File: src/rtl/pp_port_pkg.sv
package pp_port_pkg;

  // Source presented on the data lines, coded as {select-in asserted, autofeed asserted}
  typedef enum logic [1:0] {
    SEL_CHA  = 2'b00,
    SEL_CHB  = 2'b01,
    SEL_MBOX = 2'b10,
    SEL_ID   = 2'b11
  } port_sel_e;

  // Which side placed the current mailbox byte
  typedef enum logic [1:0] {
    MB_EMPTY = 2'b00,
    MB_HOST  = 2'b01,
    MB_CTL   = 2'b10
  } mb_owner_e;

  function automatic port_sel_e decode_sel(input logic autofd_n, input logic selin_n);
    return port_sel_e'({~selin_n, ~autofd_n});
  endfunction

endpackage

File: src/rtl/pp_rst_sync.sv
module pp_rst_sync #(
  parameter int STAGES = 2
) (
  input  logic clk,
  input  logic rst_n,
  output logic rst_sync_n
);
  logic [STAGES-1:0] chain_q;

  always_ff @(posedge clk or negedge rst_n) begin
    if (!rst_n) chain_q <= '0;
    else        chain_q <= {chain_q[STAGES-2:0], 1'b1};
  end

  assign rst_sync_n = chain_q[STAGES-1];
endmodule

File: src/rtl/pp_sync.sv
module pp_sync #(
  parameter int            W       = 1,
  parameter int            STAGES  = 2,
  parameter logic [W-1:0]  RST_VAL = '0
) (
  input  logic         clk,
  input  logic         rst_n,
  input  logic [W-1:0] d,
  output logic [W-1:0] q
);
  logic [STAGES-1:0][W-1:0] stage_q;

  always_ff @(posedge clk or negedge rst_n) begin
    if (!rst_n) stage_q <= {STAGES{RST_VAL}};
    else        stage_q <= {stage_q[STAGES-2:0], d};
  end

  assign q = stage_q[STAGES-1];
endmodule

File: src/rtl/pp_strobe_decode.sv
module pp_strobe_decode
  import pp_port_pkg::*;
(
  input  logic      clk,
  input  logic      rst_n,
  input  logic      strobe_n_s,
  input  logic      init_n_s,
  input  port_sel_e sel,
  output logic      host_wr_ev,
  output logic      adv_ev
);
  logic strobe_prev_q;
  logic strobe_fall;
  logic chan_sel;

  always_ff @(posedge clk or negedge rst_n) begin
    if (!rst_n) strobe_prev_q <= 1'b1;
    else        strobe_prev_q <= strobe_n_s;
  end

  always_comb begin
    strobe_fall = strobe_prev_q & ~strobe_n_s;
    chan_sel    = (sel == SEL_CHA) || (sel == SEL_CHB);
    host_wr_ev  = strobe_fall &  init_n_s & (sel == SEL_MBOX);
    adv_ev      = strobe_fall & ~init_n_s & chan_sel;
  end

  // one edge never both advances and writes
  p_event_excl_r3: assert property (@(posedge clk) disable iff (!rst_n)
    !(host_wr_ev && adv_ev));
  // a host write only happens on a strobe edge seen after a high level
  p_wr_on_edge_r5: assert property (@(posedge clk) disable iff (!rst_n)
    host_wr_ev |-> ($past(strobe_n_s) && !strobe_n_s));
endmodule

File: src/rtl/pp_addr_ctr.sv
module pp_addr_ctr #(
  parameter int                ADDR_W = 15,
  parameter logic [ADDR_W-1:0] BASE   = 15'h4000,
  parameter logic [ADDR_W-1:0] LAST   = 15'h7FFF
) (
  input  logic              clk,
  input  logic              rst_n,
  input  logic              adv,
  input  logic              reload,
  output logic [ADDR_W-1:0] addr
);
  logic [ADDR_W-1:0] addr_q, addr_d;
  logic              addr_en;

  always_comb begin
    addr_en = adv | reload;
    if (reload)            addr_d = BASE;
    else if (addr_q == LAST) addr_d = BASE;
    else                   addr_d = addr_q + 1'b1;
  end

  always_ff @(posedge clk or negedge rst_n) begin
    if (!rst_n)       addr_q <= BASE;
    else if (addr_en) addr_q <= addr_d;
  end

  assign addr = addr_q;

  p_addr_window_r4: assert property (@(posedge clk) disable iff (!rst_n)
    (addr_q >= BASE) && (addr_q <= LAST));
  p_addr_wrap_r4: assert property (@(posedge clk) disable iff (!rst_n)
    (adv && !reload && addr_q == LAST) |=> (addr_q == BASE));
  p_addr_reload_r4: assert property (@(posedge clk) disable iff (!rst_n)
    reload |=> (addr_q == BASE));
  p_addr_step_r3: assert property (@(posedge clk) disable iff (!rst_n)
    (adv && !reload && addr_q != LAST) |=> (addr_q == ADDR_W'($past(addr_q) + 1'b1)));
  p_addr_hold_r3: assert property (@(posedge clk) disable iff (!rst_n)
    (!adv && !reload) |=> $stable(addr_q));
endmodule

File: src/rtl/pp_mailbox.sv
module pp_mailbox
  import pp_port_pkg::*;
#(
  parameter int DATA_W = 8
) (
  input  logic              clk,
  input  logic              rst_n,
  input  logic              host_wr,
  input  logic [DATA_W-1:0] host_data,
  input  logic              ctl_wr,
  input  logic [DATA_W-1:0] ctl_data,
  output logic [DATA_W-1:0] host_view,
  output logic [DATA_W-1:0] ctl_view
);
  mb_owner_e         owner_q, owner_d;
  logic [DATA_W-1:0] byte_q, byte_d;
  logic              mb_en;

  always_comb begin
    mb_en   = host_wr | ctl_wr;
    owner_d = owner_q;
    byte_d  = byte_q;
    if (ctl_wr) begin
      owner_d = MB_CTL;
      byte_d  = ctl_data;
    end else if (host_wr) begin
      owner_d = MB_HOST;
      byte_d  = host_data;
    end
  end

  always_ff @(posedge clk or negedge rst_n) begin
    if (!rst_n) begin
      owner_q <= MB_EMPTY;
      byte_q  <= '0;
    end else if (mb_en) begin
      owner_q <= owner_d;
      byte_q  <= byte_d;
    end
  end

  always_comb begin
    host_view = (owner_q == MB_CTL)  ? byte_q : '0;
    ctl_view  = (owner_q == MB_HOST) ? byte_q : '0;
  end

  p_ctl_own_zero_r6: assert property (@(posedge clk) disable iff (!rst_n)
    ctl_wr |=> (ctl_view == '0));
  p_host_own_zero_r6: assert property (@(posedge clk) disable iff (!rst_n)
    (host_wr && !ctl_wr) |=> (host_view == '0));
  p_host_deliver_r5: assert property (@(posedge clk) disable iff (!rst_n)
    (host_wr && !ctl_wr) |=> (ctl_view == $past(host_data)));
  p_ctl_deliver_r6: assert property (@(posedge clk) disable iff (!rst_n)
    ctl_wr |=> (host_view == $past(ctl_data)));
  p_mb_hold_r6: assert property (@(posedge clk) disable iff (!rst_n)
    (!host_wr && !ctl_wr) |=> ($stable(host_view) && $stable(ctl_view)));
  p_one_side_r6: assert property (@(posedge clk) disable iff (!rst_n)
    (host_view == '0) || (ctl_view == '0));
endmodule

File: src/rtl/pp_out_mux.sv
module pp_out_mux
  import pp_port_pkg::*;
#(
  parameter int                DATA_W  = 8,
  parameter logic [DATA_W-1:0] ID_BYTE = 8'h55
) (
  input  logic              clk,
  input  logic              rst_n,
  input  port_sel_e         sel,
  input  logic              drive_req,
  input  logic              scroll,
  input  logic [DATA_W-1:0] mem_a,
  input  logic [DATA_W-1:0] mem_b,
  input  logic [DATA_W-1:0] live_a,
  input  logic [DATA_W-1:0] live_b,
  input  logic [DATA_W-1:0] mbox,
  output logic [DATA_W-1:0] dout,
  output logic              oe
);
  logic [DATA_W-1:0] dout_d;
  logic [DATA_W-1:0] chan_a, chan_b;

  always_comb begin
    chan_a = scroll ? live_a : mem_a;
    chan_b = scroll ? live_b : mem_b;
    unique case (sel)
      SEL_CHA:  dout_d = chan_a;
      SEL_CHB:  dout_d = chan_b;
      SEL_MBOX: dout_d = mbox;
      default:  dout_d = ID_BYTE;
    endcase
  end

  always_ff @(posedge clk or negedge rst_n) begin
    if (!rst_n) begin
      dout <= '0;
      oe   <= 1'b0;
    end else begin
      dout <= dout_d;
      oe   <= drive_req;
    end
  end

  p_id_byte_r1: assert property (@(posedge clk) disable iff (!rst_n)
    (sel == SEL_ID) |=> (dout == ID_BYTE));
  p_mbox_path_r1: assert property (@(posedge clk) disable iff (!rst_n)
    (sel == SEL_MBOX) |=> (dout == $past(mbox)));
  p_live_a_r2: assert property (@(posedge clk) disable iff (!rst_n)
    (sel == SEL_CHA && scroll) |=> (dout == $past(live_a)));
  p_release_r7: assert property (@(posedge clk) disable iff (!rst_n)
    !drive_req |=> !oe);
endmodule

File: src/rtl/pp_host_port.sv
module pp_host_port
  import pp_port_pkg::*;
#(
  parameter int                DATA_W      = 8,
  parameter int                ADDR_W      = 15,
  parameter int                SYNC_STAGES = 2,
  parameter logic [ADDR_W-1:0] ADDR_BASE   = 15'h4000,
  parameter logic [ADDR_W-1:0] ADDR_LAST   = 15'h7FFF,
  parameter logic [DATA_W-1:0] ID_BYTE     = 8'h55
) (
  input  logic              clk,
  input  logic              rst_n,
  input  logic              host_strobe_n,
  input  logic              host_autofd_n,
  input  logic              host_selin_n,
  input  logic              host_init_n,
  input  logic [DATA_W-1:0] host_wdata,
  output logic [DATA_W-1:0] dev_rdata,
  output logic              dev_oe,
  output logic [ADDR_W-1:0] rd_addr,
  input  logic [DATA_W-1:0] mem_a_data,
  input  logic [DATA_W-1:0] mem_b_data,
  input  logic [DATA_W-1:0] adc_a,
  input  logic [DATA_W-1:0] adc_b,
  input  logic              scroll_mode,
  input  logic              addr_reload,
  input  logic              ctl_wr,
  input  logic [DATA_W-1:0] ctl_wdata,
  output logic [DATA_W-1:0] ctl_rdata
);
  localparam int LINES_W = 4 + DATA_W;
  localparam logic [LINES_W-1:0] LINES_IDLE = {4'b1111, {DATA_W{1'b0}}};

  logic              rst_i_n;
  logic [LINES_W-1:0] lines_raw, lines_s;
  logic              strobe_n_s, autofd_n_s, selin_n_s, init_n_s;
  logic [DATA_W-1:0] wdata_s;
  port_sel_e         sel_s;
  logic              host_wr_ev, adv_ev;
  logic [DATA_W-1:0] host_view;

  pp_rst_sync #(.STAGES(SYNC_STAGES)) u_rst (
    .clk(clk), .rst_n(rst_n), .rst_sync_n(rst_i_n));

  assign lines_raw = {host_strobe_n, host_autofd_n, host_selin_n, host_init_n, host_wdata};

  pp_sync #(.W(LINES_W), .STAGES(SYNC_STAGES), .RST_VAL(LINES_IDLE)) u_sync (
    .clk(clk), .rst_n(rst_i_n), .d(lines_raw), .q(lines_s));

  assign {strobe_n_s, autofd_n_s, selin_n_s, init_n_s, wdata_s} = lines_s;
  assign sel_s = decode_sel(autofd_n_s, selin_n_s);

  pp_strobe_decode u_dec (
    .clk(clk), .rst_n(rst_i_n), .strobe_n_s(strobe_n_s), .init_n_s(init_n_s),
    .sel(sel_s), .host_wr_ev(host_wr_ev), .adv_ev(adv_ev));

  pp_addr_ctr #(.ADDR_W(ADDR_W), .BASE(ADDR_BASE), .LAST(ADDR_LAST)) u_addr (
    .clk(clk), .rst_n(rst_i_n), .adv(adv_ev), .reload(addr_reload), .addr(rd_addr));

  pp_mailbox #(.DATA_W(DATA_W)) u_mbox (
    .clk(clk), .rst_n(rst_i_n), .host_wr(host_wr_ev), .host_data(wdata_s),
    .ctl_wr(ctl_wr), .ctl_data(ctl_wdata), .host_view(host_view), .ctl_view(ctl_rdata));

  pp_out_mux #(.DATA_W(DATA_W), .ID_BYTE(ID_BYTE)) u_mux (
    .clk(clk), .rst_n(rst_i_n), .sel(sel_s), .drive_req(~init_n_s),
    .scroll(scroll_mode), .mem_a(mem_a_data), .mem_b(mem_b_data),
    .live_a(adc_a), .live_b(adc_b), .mbox(host_view),
    .dout(dev_rdata), .oe(dev_oe));

  // the bus is released whenever the host has taken it for a write
  p_oe_follows_init_r7: assert property (@(posedge clk) disable iff (!rst_i_n)
    init_n_s |=> !dev_oe);
  p_oe_drive_r7: assert property (@(posedge clk) disable iff (!rst_i_n)
    !init_n_s |=> dev_oe);
endmodule

File: config.mk
export PLATFORM = sky130hd
export DESIGN_NAME = pp_host_port
export DESIGN_NICKNAME = d
export VERILOG_FILES = /design/src/rtl/pp_port_pkg.sv /design/src/rtl/pp_rst_sync.sv /design/src/rtl/pp_sync.sv /design/src/rtl/pp_strobe_decode.sv /design/src/rtl/pp_addr_ctr.sv /design/src/rtl/pp_mailbox.sv /design/src/rtl/pp_out_mux.sv /design/src/rtl/pp_host_port.sv
export SDC_FILE = /design/constraint.sdc
export NUM_CORES = 1
export LEC_CHECK = 0
export BUFFER_PORTS_ARGS = -buffer_cell sky130_fd_sc_hd__buf_2
export CAP_MARGIN = 10
export CORE_UTILIZATION = 45
export DETAILED_ROUTE_END_ITERATION = 12
export GPL_TIMING_DRIVEN = 0
export MAX_ROUTING_LAYER = met4
export PLACE_DENSITY = 0.82
export SYNTH_ARGS = -nofsm -noshare
export SYNTH_HDL_FRONTEND = slang
export SYNTH_SLANG_ARGS = --single-unit
File: constraint.sdc
create_clock -name clk -period 1.68 [get_ports clk]
set_input_delay 0.504 -clock clk [delete_from_list [all_inputs] [get_ports clk]]
set_output_delay 0.504 -clock clk [all_outputs]
set_load 0.02 [all_outputs]
; Word-level counts from Yosys, hierarchy flattened
; Cells that the tools add are included.
[totals]
reg_bits = 61
latchBits = 0
out_inout_bits = 32
romBits = 0
ram_bits = 0
n_memories = 0
input_bits = 57
elab_cells = 41
[op_classes]
div = 0
n_lt_le_gt_ge = 0
shifts = 0
bitwise = 11
addsub = 1
mul = 0
muxes = 11
n_eq_ne = 5
n_reduce_logical = 4
[ops]
columns = operator, count
row1 = 8-bit two-way mux, 6
row2 = 15-bit two-way mux, 2
row3 = 8-bit case mux with 3 select lines, 1
row4 = "15-bit by 1-bit adder with 15-bit output, second input constant", 1
row5 = "15-bit equality test, second input constant", 1
row6 = 1-bit AND, 5
row7 = "2-bit by 1-bit equality test with 1-bit output, second input constant", 2
row8 = "2-bit equality test, second input constant", 2
row9 = 2-bit two-way mux, 2
row10 = 1-bit inverter, 4
row11 = 2-bit logical NOT, 1
row12 = 1-bit bitwise OR, 2
row13 = 2-bit AND reduction, 1
row14 = 2-bit nonzero test, 1
row15 = 1-bit logical OR, 1

; Longest topological paths before layout
; Gate-level depths: netlist (run 1).
[depth]
ltp_word = 6
mapped_depth = 7
ltp_nobuf = 5

; Hierarchy
; Synthesis (run 1) repeated with hierarchy kept, for this count alone.
[hier_totals]
hier_cells = 242
area_unflattened_um2 = 2768.9
[modules_own_cells]
columns = mod, seq_area_each_um2, n_inst, cells_each, area_each_um2
row1 = pp_addr_ctr, 376.6, 1, 84, 784.5
row2 = pp_sync, 610.6, 1, 36, 700.7
row3 = pp_out_mux, 225.2, 1, 52, 580.6
row4 = pp_mailbox, 250.2, 1, 59, 574.3
row5 = pp_strobe_decode, 26.3, 1, 5, 63.8
row6 = pp_rst_sync, 50.0, 1, 3, 53.8
row7 = pp_host_port, 0.0, 1, 3, 11.3

; Worst setup path after synthesis (run 1)
; Ideal clock, no wire load.
[synth_timing]
kind = register -> register
startpoint = register u_addr.addr_q[0], in the netlist u_addr.addr[0]
endpoint = register u_addr.addr_q[14], in the netlist u_addr.addr[14]
path_stages_with_launch = 7
path_slack_ps = -96
arrival_time_ps = 1688
required_time_ps = 1592
n_path_buf = 1
period_less_slack_ps = 1776
cell_sequence = dfrtp_1 -> ha_1 -> and4_1 -> buf_4 -> nand3_2 -> o31a_1 -> or3_1
[synth_between]
elab_chain_cells = 3
[synth_rtl]
columns = item, line
row1 = start: declaration, pp_addr_ctr.sv:12  ; logic [ADDR_W-1:0] addr_q, addr_d;
row2 = start signal: assignment, pp_addr_ctr.sv:24  ; else if (addr_en) addr_q <= addr_d;
row3 = 15-bit by 1-bit adder with 15-bit output / 15-bit equality test (equally long branches), "pp_addr_ctr.sv:19, pp_addr_ctr.sv:18"
row4 = 15-bit two-way mux (*), pp_addr_ctr.sv:18  ; else if (addr_q == LAST) addr_d = BASE;
row5 = 15-bit two-way mux (*), pp_addr_ctr.sv:17  ; if (reload) addr_d = BASE;
; Mark *: on every way between the ends. The rest lies on a longest branch, timed or not.
; A chain may end at the register's enable or synchronous reset.

; Worst setup path after layout (run 1)
[layout_timing]
startpoint = register u_mbox.owner_q[1]
endpoint = output port ctl_rdata[1]
[layout_between]
elab_chain_cells = 2
[layout_rtl]
columns = item, line
row1 = start: declaration, pp_mailbox.sv:15  ; mb_owner_e owner_q, owner_d;
row2 = start signal: assignment, pp_mailbox.sv:37  ; owner_q <= owner_d;
row3 = 2-bit by 1-bit equality test with 1-bit output, pp_mailbox.sv:44  ; ctl_view = (owner_q == MB_HOST) ? byte_q : '0;
row4 = 8-bit two-way mux, pp_mailbox.sv:44
row5 = end: declaration, pp_host_port.sv:29  ; output logic [DATA_W-1:0] ctl_rdata
; No other way between the ends.

==> run summary, run 1 <==
The count of flip-flops with a built-in enable after synthesis is 0. The net count of the mapped netlist is approximately 270. Setup violations remaining at the end of the flow were counted as 13. Setup repair after global routing could not meet its margin everywhere.

The sum of routed wire length over all layers came out at around 5900 um. STA classifies the critical path endpoint as an output port. The fraction of synthesis flops using an asynchronous set or reset pin is between 90% and 100%. The initial antenna violation count is 0. For the worst flop-to-flop path, the logic depth is 6. The final worst slack came out at -0.03935 ns.

The area of the core came out at between 5000 and 6000 um^2. The core occupancy in the finished layout is around two thirds. The average instance area after synthesis came out at between 10 and 15 um^2. The detailed-router iteration count before antenna repair is 8. The critical path arrival came out at 1.22 ns.

Entering global routing, the biggest net connects 60 pins. The slew of the pin with the lowest slew margin is a little over 0.5 ns. The count of distinct cell types in the synthesized netlist is between 40 and 50. The count of port buffers added during placement is between 80 and 90. The final max-slew violation count was 0. The type of the setup path with the least slack is reg -> out. The post-synthesis sequential element count is ~60. The area of the mapped netlist came out at 2566 um^2.

The maximum fanout along the worst path came out at 8. The wire length per cell is 14.98 um. Based on the critical path, the design can be clocked at up to between 0.5 and 0.6 GHz. The post-route cell area is 3605 um^2. The net total in the final layout came out at between 300 and 400. Leaving out filler cells and counting taps, the final layout contains around 400.

The minimum clock period is roughly 1.7 ns. The first-iteration detailed-routing DRC count is about 110. The number of nets with antenna violations after detailed routing came out at 0. The share of synthesized area in the top cell type comes to roughly 50%. The ratio of total power to cell area is between 1000 and 1500 nW/um^2.

The largest area contributor in the synthesized netlist is dfrtp_1. The max-capacitance violation count came out at 0. The number of global-route vias before repair came out at 1939. The tree is rooted in a clkbuf_8. The width of the die is just under 80 um.

The vias after detailed routing came out at just over 2000. The remaining global-route overflow came out at 0. The startpoint identified for the worst register-to-register timing path is u_sync.q[11]$_DFF_PN1_. Yosys instantiated no cell more often than dfrtp_1. Measured against its own limit, the worst slew margin works out to around 66%.

The gate count after technology mapping is 210. The row count came out at 27. The residual DRC count came out at 0. In the synthesized netlist the dominant register cell turns out to be dfrtp_1. The total chip power is approximately 0.0036 W. The clock insertion delay at the later pin of the skew report is 0.34 ns.

The area enclosed by the die boundary came out at approximately 6000 um^2. The layout overhead on the synthesized area came out at 40.47%. The type of element launching the critical path is a flip-flop. By count the netlist is led by 51 x dfrtp_1, 18 x mux2i_1, 17 x nand2_1. The static leakage power came out at approximately 1.7 nW.

The wire length of the first global-routing pass is a little over 9000 um. After synthesis, the cell types taking the most area are dfrtp_1 50%, dfstp_2 10%, mux2i_1 7.0%. Across the routed clock network, the largest skew measured is 0.01401 ns. Routability-driven placement finished with a final weighted congestion of approximately 0.83. The post-detailed-route via-to-cell ratio came out at ~5.3. The final reports fail on negative setup slack. The critical path data required time came out at ~1.2 ns.

Counting tap cells, the placed design contains a total of 368 instances. The path class of the tightest hold or removal check is reg -> async. The y dimension of the die came out at about 78 um. The number of clock buffers added by TritonCTS is 9. For the final routed database, the setup TNS stands at -0.2150 ns.

The maximum buffer depth of the clock tree came out at 2. The count of endpoints failing hold in the final timing report is 0. The proportion of synthesized chip area in sequential cells is between 50% and 60%. Tracing the worst setup path back leads to its startpoint at u_mbox.owner_q[1]$_DFFE_PN0P_. The flow ran to the end, but the final reports show violations. The final clock period utilization by the worst path is 102.3%.

The number of levels the H-tree was split into is 3. The placed standard-cell area came out at 3103 um^2. The post-CTS clock slew at the launch and capture registers of the worst setup and hold paths came out at roughly 0.080 ns.

The worst-case IR drop observed on VDD is slightly below 0.0009 V. The TritonCTS clock tree is done. The initial utilization of the core area, before any placement, comes to 46.60%. The total I/O pin count came out at 89. In the global route stage, overall resource usage came out at a little over a fifth.

The number of synthesis warnings came out at 0. The antenna diode count came out at 0. Cells with a size suffix above 1 make up 46.27% of the layout. The clock net in this run drives a total of around 60 sinks.

The total half-perimeter wirelength after legalization and detailed placement is a little under 4000 um.
-- report_power, final --
part	switching (W)	internal (W)
clock network	0.000604	0.00115
registers	0.0000505	0.00155
logic	0.000149	0.000143
total	0.000803	0.00284
-- final cells by class --
class	instances	area [um^2]
clock buffers	9	123.9
inverters	2	7.507
well taps	72	90.09
clock inverters	7	146.4
plain buffers	10	65.06
flip-flops and latches	61	1543
repair buffers	97	583.1
multi-input cells	136	1046
fillers	412	1902
-- logic make-up (layout without fill, tap and decap cells) --
| family | after synthesis | in the layout | synth area share [%] |
|---|---|---|---|
| simple gates | 64 | 64 | 13.99 |
| flops | 61 | 61 | 59.97 |
| compound gates | 40 | 40 | 10.34 |
| mux | 21 | 21 | 9.654 |
| buf+inv | 13 | 125 | 2.340 |
| xor+xnor | 9 | 9 | 3.072 |
| fa+ha+maj | 1 | 1 | 0.4875 |
| other cells | 1 | 1 | 0.1461 |
-- placed cells by master, fill, tap and decap left out, drive strengths merged, types with 4 or more instances in the layout --
cell | synthesis | routed
clkbuf | 4 | 13
buf | 7 | 102
bufinv | 0 | 4
a21oi | 8 | 8
nor2 | 15 | 15
nand2 | 18 | 18
dfrtp | 51 | 51
o21ai | 13 | 13
xor2 | 8 | 8
dfstp | 10 | 10
o211ai | 4 | 4
and2 | 8 | 8
mux2i | 18 | 18
-- metal layers --
layer	vias to the layer above	track usage [%]	part of all wire [%]
met5	-	-	0
met4	0	9.623	1.5
met3	9	4.941	4.7
met2	71	32.48	51
met1	1025	25.94	43
li1	970	-	-
-- state kept, by name, summed over array words and instances, names as in the netlist --
register and cells:
u_addr.addr 15, u_sync.q 12, u_sync.stage_q 12, u_mbox.byte_q 8, u_mux.dout 8, u_mbox.owner_q 2, u_rst.chain_q 2, u_dec.strobe_prev_q 1
u_mux.oe 1
-- worst max-delay path, cell delays in order, from the launching register on --
cell	delay [ns]
dfrtp_1	0.41
nor2b_4	0.17
and2_1	0.16
buf_4	0.14
-- timing repair --
action | in CTS | in global routing
pin swaps | 2 | 8
resized for setup | 21 | 16
gates cloned | 0 | 1
buffers inserted | 2 | 6
hold buffers | 1 | 0
hold endpoints to repair | 2 | 0
setup endpoints to repair | 37 | 28
-- worst paths after layout --
path	endpoint	slack (ns)
worst min-delay path	u_mux.dout[6]$_DFF_PN0_	0.23
min in group clk	u_sync.stage_q[9]$_DFF_PN1_	0.27
max in group asynchronous	u_sync.stage_q[10]$_DFF_PN1_	0.81
worst max-delay path	ctl_rdata[1]	-0.04
worst max register to register	u_addr.addr[8]$_DFFE_PN0P_	-0.03
worst min register to register	u_mux.dout[6]$_DFF_PN0_	0.23
-- metrics by stage --
stage | worst slack (ns) | hold WS (ns)
final | -0.03935 | 0.2295
after detailed placement | -0.2180 | 0.2913
after floorplan | 0.003624 | 0.2084
after CTS | -0.04317 | 0.2516
after global routing | -0.1012 | 0.2523
after global placement | -0.1397 | 0.2900
No activity file was read; power rests on OpenSTA's default activity.
==> run 2, diff against run 1 <==
--- a/config.mk
+++ b/config.mk
@@ -12,6 +12,8 @@
 export GPL_TIMING_DRIVEN = 0
 export MAX_ROUTING_LAYER = met4
 export PLACE_DENSITY = 0.82
+export SETUP_SLACK_MARGIN = 0.5
+export SLEW_MARGIN = 20
 export SYNTH_ARGS = -nofsm -noshare
 export SYNTH_HDL_FRONTEND = slang
 export SYNTH_SLANG_ARGS = --single-unit
==> run summary, run 2 (synthesis results as in run 1) <==
The worst hold path class is in -> reg (was reg -> async). The vias after detailed routing came out at 2255 (was 2075). The wire length per cell came to 16.60 um (was 14.98 um). The antenna diode count came to 0 (unchanged). The static leakage power is 1.926 nW (was 1.748 nW). The worst min-delay path endpoint is u_sync.stage_q[8]$_DFF_PN1_. The wire length of the first global-routing pass came out at 10850 um (was 9266 um). Setup repair after global routing missed its margin: true (unchanged). The residual DRC count is 0 (unchanged). The slew of the pin with the lowest slew margin came out at 0.7253 ns (was 0.5048 ns). The type of element launching the critical path is a flip-flop (unchanged).

The count of cells along the worst register-to-register path came to 4 (was 6). The overall global routing resource usage is 24.45% (was 20.89%). The maximum clock frequency is 0.5722 GHz (was 0.5816 GHz).

Run status: complete, but fails checks (unchanged). The critical path endpoint category is an output port (unchanged). The flip-flop count of the largest register, all copies and words added was 15 (unchanged).

The root cell of the clock tree is clkbuf_8 (unchanged). The sum of routed wire length over all layers came out at 7021 um (was 5903 um). The post-detailed-route via-to-cell ratio came to 5.331 (was 5.266). The critical path data required time came out at 1.18 ns (about the same). The register-to-register setup slack was -0.01 ns (was -0.03 ns). The delay of the slowest critical-path stage came out at 0.41 ns (about the same). The clock insertion delay at the later pin of the skew report came out at 0.33 ns (was 0.34 ns). The detailed-router iteration count before antenna repair is 4 (was 8). The final max-slew violation count is 0 (unchanged).

The post-CTS clock slew at the launch and capture registers of the worst setup and hold paths came to 0.07 ns (was 0.08 ns). The starting utilization of the core area is 46.60% (unchanged). The number of nets with antenna violations after detailed routing is 0 (unchanged). The worst slew slack as a fraction of its limit is 51.65% (was 66.35%). The worst ir drop on vdd came out at 0.0007286 V (was 0.0008817 V). The width of the die is 77.52 um (unchanged). The maximum buffer depth of the clock tree is 2 (unchanged). The cell count of the worst hold path came out at 1. The hold slack came out at 0.2662 ns (was 0.2295 ns). The number of global-route vias before repair is 2291 (was 1939). The ratio of total power to cell area is 774.9 nW/um^2 (was 1011 nW/um^2). The number of clock sinks seen by CTS is 61 (unchanged).

The final clock period utilization by the worst path was 104.0% (was 102.3%). The total half-perimeter wirelength after legalization and detailed placement is 3996 um (was 3935 um). The critical path arrival is 1.24 ns (was 1.22 ns). The max-capacitance violation count is 0 (unchanged).

The most common cell after layout, fill and taps aside is buf_2 (unchanged). The type of the setup path with the least slack is reg -> out (unchanged). The worst reg2reg path startpoint is u_sync.q[9]$_DFF_PN1_ (was u_sync.q[11]$_DFF_PN1_). The count of port buffers added during placement came out at 86 (unchanged). The first-iteration detailed-routing DRC count was 114 (unchanged).

The total I/O pin count is 89 (unchanged). The worst clock skew on the final layout is 0.009687 ns (was 0.01401 ns). The area of the core came out at 5507 um^2 (unchanged). Failing checks: negative setup slack (unchanged). The net total in the final layout was 404 (was 375).

The y dimension of the die came out at 77.52 um (unchanged). The reg-to-reg critical path endpoint is u_addr.addr[11]$_DFFE_PN0P_ (was u_addr.addr[8]$_DFFE_PN0P_). The maximum fanout along the worst path came out at 8 (unchanged). The slowest cell on the critical path is dfrtp_1 (unchanged). The pin count of the biggest net entering global routing is 60 (unchanged). The global placement routability congestion came out at 0.7958 (was 0.8349).

The number of buffers created by CTS is 9 (unchanged). The row count came out at 27 (unchanged). The worst hold path begins at host_init_n. The final worst slack came to -0.06773 ns (was -0.03935 ns). The minimum clock period is 1.748 ns (was 1.719 ns). The layout overhead on the synthesized area is 58.80% (was 40.47%).

The remaining global-route overflow is 0 (unchanged). The final setup TNS is -0.4977 ns (was -0.2150 ns). The number of setup violations in the final report came out at 12 (was 13). Commonest cells after routing, fill and taps aside: 55 x buf_2, 50 x buf_6, 43 x dfrtp_1, 24 x buf_4, 18 x mux2i_1 (was 79 x buf_2, 48 x dfrtp_1, 18 x mux2i_1, 17 x nand2_1). The count of endpoints failing hold in the final timing report is 0 (unchanged). The layout cell share with drive strength beyond 1 was 58.69% (was 46.27%).

The number of levels the H-tree was split into was 3 (unchanged). The TritonCTS clock tree was done (unchanged). The initial antenna violation count came out at 0 (unchanged). The area enclosed by the die boundary is 6009 um^2 (unchanged). List of cells traversed by the critical path: nor2b_4 -> and2_4 -> buf_6 (was nor2b_4 -> and2_1 -> buf_4).
==> run 2: cell count changes in the layout (fill, tap and decap cells not counted), sizes merged <==
cell,delta
clkinvlp,+1
nand2,+1
buf,+29
inv,+3
bufinv,-4
clkbuf,-1
==> run 2: critical path, delay by kind of cell, from the launching register on <==
kind,cells,cell delay [ns]
flip-flops,1,0.41
AND/OR/NAND/NOR,2,0.39
buffers and inverters,1,0.11
==> run 2: stage by stage <==
| stage | instances | utilization (%) | setup slack, ns | instance area, um^2 | total power, W |
|---|---|---|---|---|---|
| 3_5_place_dp | 368 | 58.51 | -0.01100 | 3222 | 0.001923 |
| 3_3_place_gp | 368 | 58.46 | 0.001610 | 3219 | 0.001909 |
| 2_1_floorplan | 210 | - | 0.05897 | 2699 | 0.001789 |
| 5_1_grt | 423 | 74.01 | -0.1222 | 4075 | 0.003286 |
| 4_1_cts | 416 | 71.73 | -0.07708 | 3950 | 0.003166 |
| 6_report | 423 | 74.01 | -0.06773 | 4075 | 0.003158 |
==> run 2: how the worst max path moves through the flow <==
stage               slack (ns)  cells past startpoint                          end                           from
floorplan                 0.06                      6  u_addr.addr[14]$_DFFE_PN1P_     u_addr.addr[0]$_DFFE_PN0P_
global route             -0.12                      3                 ctl_rdata[4]  u_mbox.owner_q[0]$_DFFE_PN0P_
finish                   -0.07                      3                 ctl_rdata[4]  u_mbox.owner_q[1]$_DFFE_PN0P_
CTS                      -0.08                      3                 ctl_rdata[5]  u_mbox.owner_q[1]$_DFFE_PN0P_
detailed placement       -0.01                      5  u_addr.addr[13]$_DFFE_PN0P_          u_sync.q[9]$_DFF_PN1_
global placement         0.002                      5  u_addr.addr[13]$_DFFE_PN0P_          u_sync.q[9]$_DFF_PN1_
==> run 2: area by class of cell <==
cell class / instances / area (um^2)
buffer: 11 / 123.9
clock buffer: 9 / 123.9
clock inverter: 7 / 56.30
fill: 347 / 1431
inverter: 2 / 7.507
multi-input combinational: 137 / 1151
sequential: 61 / 1551
tap: 72 / 90.09
timing repair buffer: 124 / 970.9
==> run 2: where the power goes <==
part | switching, W | internal (W) | total [W]
Clock | 0.000623 | 0.000554 | 0.00118
Combinational | 0.000157 | 0.000202 | 0.000359
Sequential | 0.0000696 | 0.00155 | 0.00162
Total | 0.000849 | 0.00231 | 0.00316
==> run 2: metal layers <==
metal	share of wire (%)	global-route usage (%)
met2	51	39.20
met5	0	-
met3	5.4	4.824
met1	41	29.85
met4	2.8	11.51
==> run 2: timing repair <==
action | in CTS | in global routing
resized for setup | 97 | 18
pin swaps | 27 | 18
endpoints found under the setup margin | 65 | 65
hold buffers | 1 | 0
buffers inserted | 28 | 7
gates cloned | 3 | 0
endpoints found under the hold margin | 2 | 0
